==> src/rtl/rxd_pkg.sv <==
package rxd_pkg;
  // Field positions the receive engine writes; the decoder depends on them.
  localparam int OWN_BIT  = 31;
  localparam int MORE_BIT = 30;
  localparam int OK_BIT   = 27;
  localparam int LONG_BIT = 22;
  localparam int SIZE_W   = 12;
  localparam int WORD_W   = 32;

  typedef logic [SIZE_W-1:0] size_t;

  typedef struct packed {
    logic  owned;
    logic  good;
    size_t len;
  } verdict_t;

  // Accept only the exact flag pattern: good set, more clear, long clear.
  function automatic logic flags_accept(input logic more_f, input logic ok_f,
                                        input logic long_f);
    return ({more_f, ok_f, long_f} == 3'b010);
  endfunction

  // Remove the CRC bytes; saturate at zero when the size is too small.
  function automatic size_t strip_crc(input size_t size, input size_t crc);
    return (size >= crc) ? size_t'(size - crc) : '0;
  endfunction

  // Word that hands a descriptor back to the engine: ownership clear.
  function automatic logic [WORD_W-1:0] rearm_value(input size_t buf_bytes);
    logic [WORD_W-1:0] w;
    w = '0;
    w[SIZE_W-1:0] = buf_bytes;
    w[OWN_BIT] = 1'b0;
    return w;
  endfunction
endpackage

==> src/rtl/rxd_status_decode.sv <==
module rxd_status_decode
  import rxd_pkg::*;
#(
  parameter int CRC_BYTES = 4
) (
  input  logic [WORD_W-1:0] word_i,
  output verdict_t          verdict_o
);
  localparam size_t CRC_SZ = size_t'(CRC_BYTES);

  size_t size_field;
  logic  flags_ok;
  logic  size_ok;

  always_comb begin
    size_field      = word_i[SIZE_W-1:0];
    flags_ok        = flags_accept(word_i[MORE_BIT], word_i[OK_BIT], word_i[LONG_BIT]);
    size_ok         = (size_field >= CRC_SZ);
    verdict_o.owned = word_i[OWN_BIT];
    verdict_o.good  = word_i[OWN_BIT] & flags_ok & size_ok;
    verdict_o.len   = word_i[OWN_BIT] ? strip_crc(size_field, CRC_SZ) : '0;
  end
endmodule

==> config.mk <==
export PLATFORM = sky130hd
export DESIGN_NAME = rxd_status_decode
export DESIGN_NICKNAME = d
export VERILOG_FILES = /design/src/rtl/rxd_pkg.sv /design/src/rtl/rxd_status_decode.sv
export SDC_FILE = /design/constraint.sdc
export NUM_CORES = 1
export LEC_CHECK = 0
export ABC_AREA = 0
export BUFFER_PORTS_ARGS = -buffer_cell sky130_fd_sc_hd__buf_4
export CORE_AREA = 2 2 39 41
export DETAILED_ROUTE_END_ITERATION = 12
export DIE_AREA = 0 0 41 43
export SYNTH_ARGS = -nofsm -noshare
export SYNTH_HDL_FRONTEND = slang
export SYNTH_SLANG_ARGS = --single-unit
==> constraint.sdc <==
create_clock -name vclk -period 2.39
set_input_delay 0.3585 -clock vclk [all_inputs]
set_output_delay 0.3585 -clock vclk [all_outputs]
set_load 0.02 [all_outputs]
==> impl_results.md <==
* Leak pwr at 0.000273 µW
* Most frequent cells in the layout: 31 x buf_4, 15 x nor2_1, 5 x xor2_1
* Layout fillers at 150
* Hold buffers post-CTS at 0
* Row cnt at 14
* Worst-path cell chain: buf_4 -> inv_1 -> ha_1 -> and2b_2 -> nand3_2 -> o41ai_4 -> buf_4 -> nor2_1 -> buf_4
* Post-Route WL at 774 µm
* WL per Instance at a little under 9 µm
* Vias in the first global route at about 270
* Max stage delay on crit path at between 300 and 400 ps
* Final HPWL DP at slightly below 700 µm
* CP max-delay cell: o41ai_4
* Die extent in x at 41 µm
* Synthesized Nets at between 70 and 80
* Critical Path RT at just over 2000 ps
* Fin nets at between 100 and 150
* # port buffers at 30
* Sequential area share after synthesis at 0%
* Worst Hold Class: input pin to output port
* First-pass GRT wire length at 1150 µm
* Die Ht at about 43 µm
* Status: finished, final reports clean
* Initial drt markers at 3
* Switch share at 49.9%
* Unrepaired setup endpoints after global routing: false
* DR DRC count at 0
* Area of the multi-input gates at roughly 260 µm²
* Fin cells at 88
* CORE AREA at about 1400 µm²
* CP Class: input pin to output port
* Layout area overhead at 78.6%
* Setup Buffers After CTS at 0
* Clock buf count at 0
* Grt total ovfl at 0
* Placed cells at 88
* CP Launch Type: input pin
* # resized after CTS at 0
* Synth Instances at 43
* Seq cells at 0
* Total power at about 97 µW
* ANT nets after route at 0
* Final Max Slew Viols at 0
* Cell variety after synth at 18
* Crit path time final at 2200 ps
* Worst-margin pin slew at 524 ps
* RD Place Congestion at between 0.6 and 0.7
* Commonest non-fill, non-tap cell in the layout: buf_4
* Hold Vio Cnt, Final at 0
* Clock Power Share at 0%
* Final setup fails at 0
* Combinational power share at 100.0%
* Pre-CTS WS at approximately 180 ps
* Routed vias/inst at ~4
* Share of cells above drive strength 1 at 48.6%
* Storage cell area at 0 µm²
* Internal at 48.7 µW
* Worst rel slew slack at about two thirds
* Seq pwr share at 0%
* P per Cell Area at about 180 nW/µm²
* Overall die area at around 1800 µm²
* Synthesized area per cell at slightly below 7 µm²
* Starting density of the core at a little over a fifth
* Max Clk Rate at around 450 MHz
* Crit-path max FO at 10
* Diode count at 0
* Peak supply drop at just over 60 µV
* DRT Pass-1 Iters at 3
* Antenna violations before repair at 0
* Mapped Area at around 300 µm²
* Final WS setup at around 190 ps
* Number of max-cap violations at 0
* TNS Setup at 0 ps
* Psw at 48.6 µW
* Worst EP arrival at about 1900 ps
* CP endpoint kind: output port
* Via count at 362
* Most used cell, CP: buf_4
* Yosys warns at 0
* Largest net degree at the start of global routing at 11
* Global Route Usage Sum at under 10%
* I/O pins at 46
* Crit share post-route at slightly above 90%
## power groups by stage
stage	combinational (µW)	sequential [µW]	clock [µW]
after floorplan	47.9	0	0
after global placement	97.5	0	0
after detailed placement	98.3	0	0
after CTS	98.4	0	0
after global routing	106	0	0
final	97.3	0	0
## kinds of logic after synthesis
| group | after synthesis | share of synthesized area (%) |
|---|---|---|
| fa+ha+maj | 2 | 8.40 |
| simple gates | 26 | 47.5 |
| compound gates | 1 | 9.24 |
| xor+xnor | 8 | 23.5 |
| buf+inv | 6 | 11.3 |
## worst paths after layout
path	to	slack [ps]	depth (start not counted)	startpoint
max	verdict_o[11]	190	9	word_i[3]
min	verdict_o[13]	950	2	word_i[31]
## layer usage
metal / vias up / track usage (%) / part of all wire (%)
met3: 0 / 0 / 6.3
met4: 0 / 0 / 0
li1: 195 / - / -
met1: 156 / 12.7 / 41
met5: - / 0 / 0
met2: 11 / 14.4 / 53
## worst max-delay path, delay by kind of cell
kind | cells | cell delay (ps)
AO/OA/AOI/OAI | 1 | 390
adder cells (fa/ha/maj) | 1 | 170
buffers and inverters | 4 | 570
AND/OR/NAND/NOR | 3 | 350
## Yosys cell counts, drive strengths merged
library cell	n	share of area [%]
nor3	2	7.1
and3	1	2.1
xor2	5	15
nor2	15	19
nor2b	1	2.1
inv	4	5.0
nor4b	1	2.9
buf	2	6.3
nand2	2	2.5
xnor2	3	8.8
nand4b	1	2.9
nand3b	1	2.5
nand3	1	3.4
and2b	1	2.9
ha	2	8.4
o41ai	1	9.2
## area by class of cell
type               count  share of cell area, %
multi-input cells     37                   49.6
repair buffers        31                   43.8
well taps             16                   3.76
inverters              4                   2.82
## metrics by stage
| step | area (µm²) | hold slack [ps] | utilization, % |
|---|---|---|---|
| detailed placement | 532 | 948 | 38.4 |
| finish | 532 | 945 | 38.4 |
| global route | 532 | 949 | 38.4 |
| CTS | 532 | 948 | 38.4 |
| global placement | 532 | 948 | 38.4 |
| floorplan | 298 | 797 | - |
Note: power is estimated with default switching activity, not from simulation.
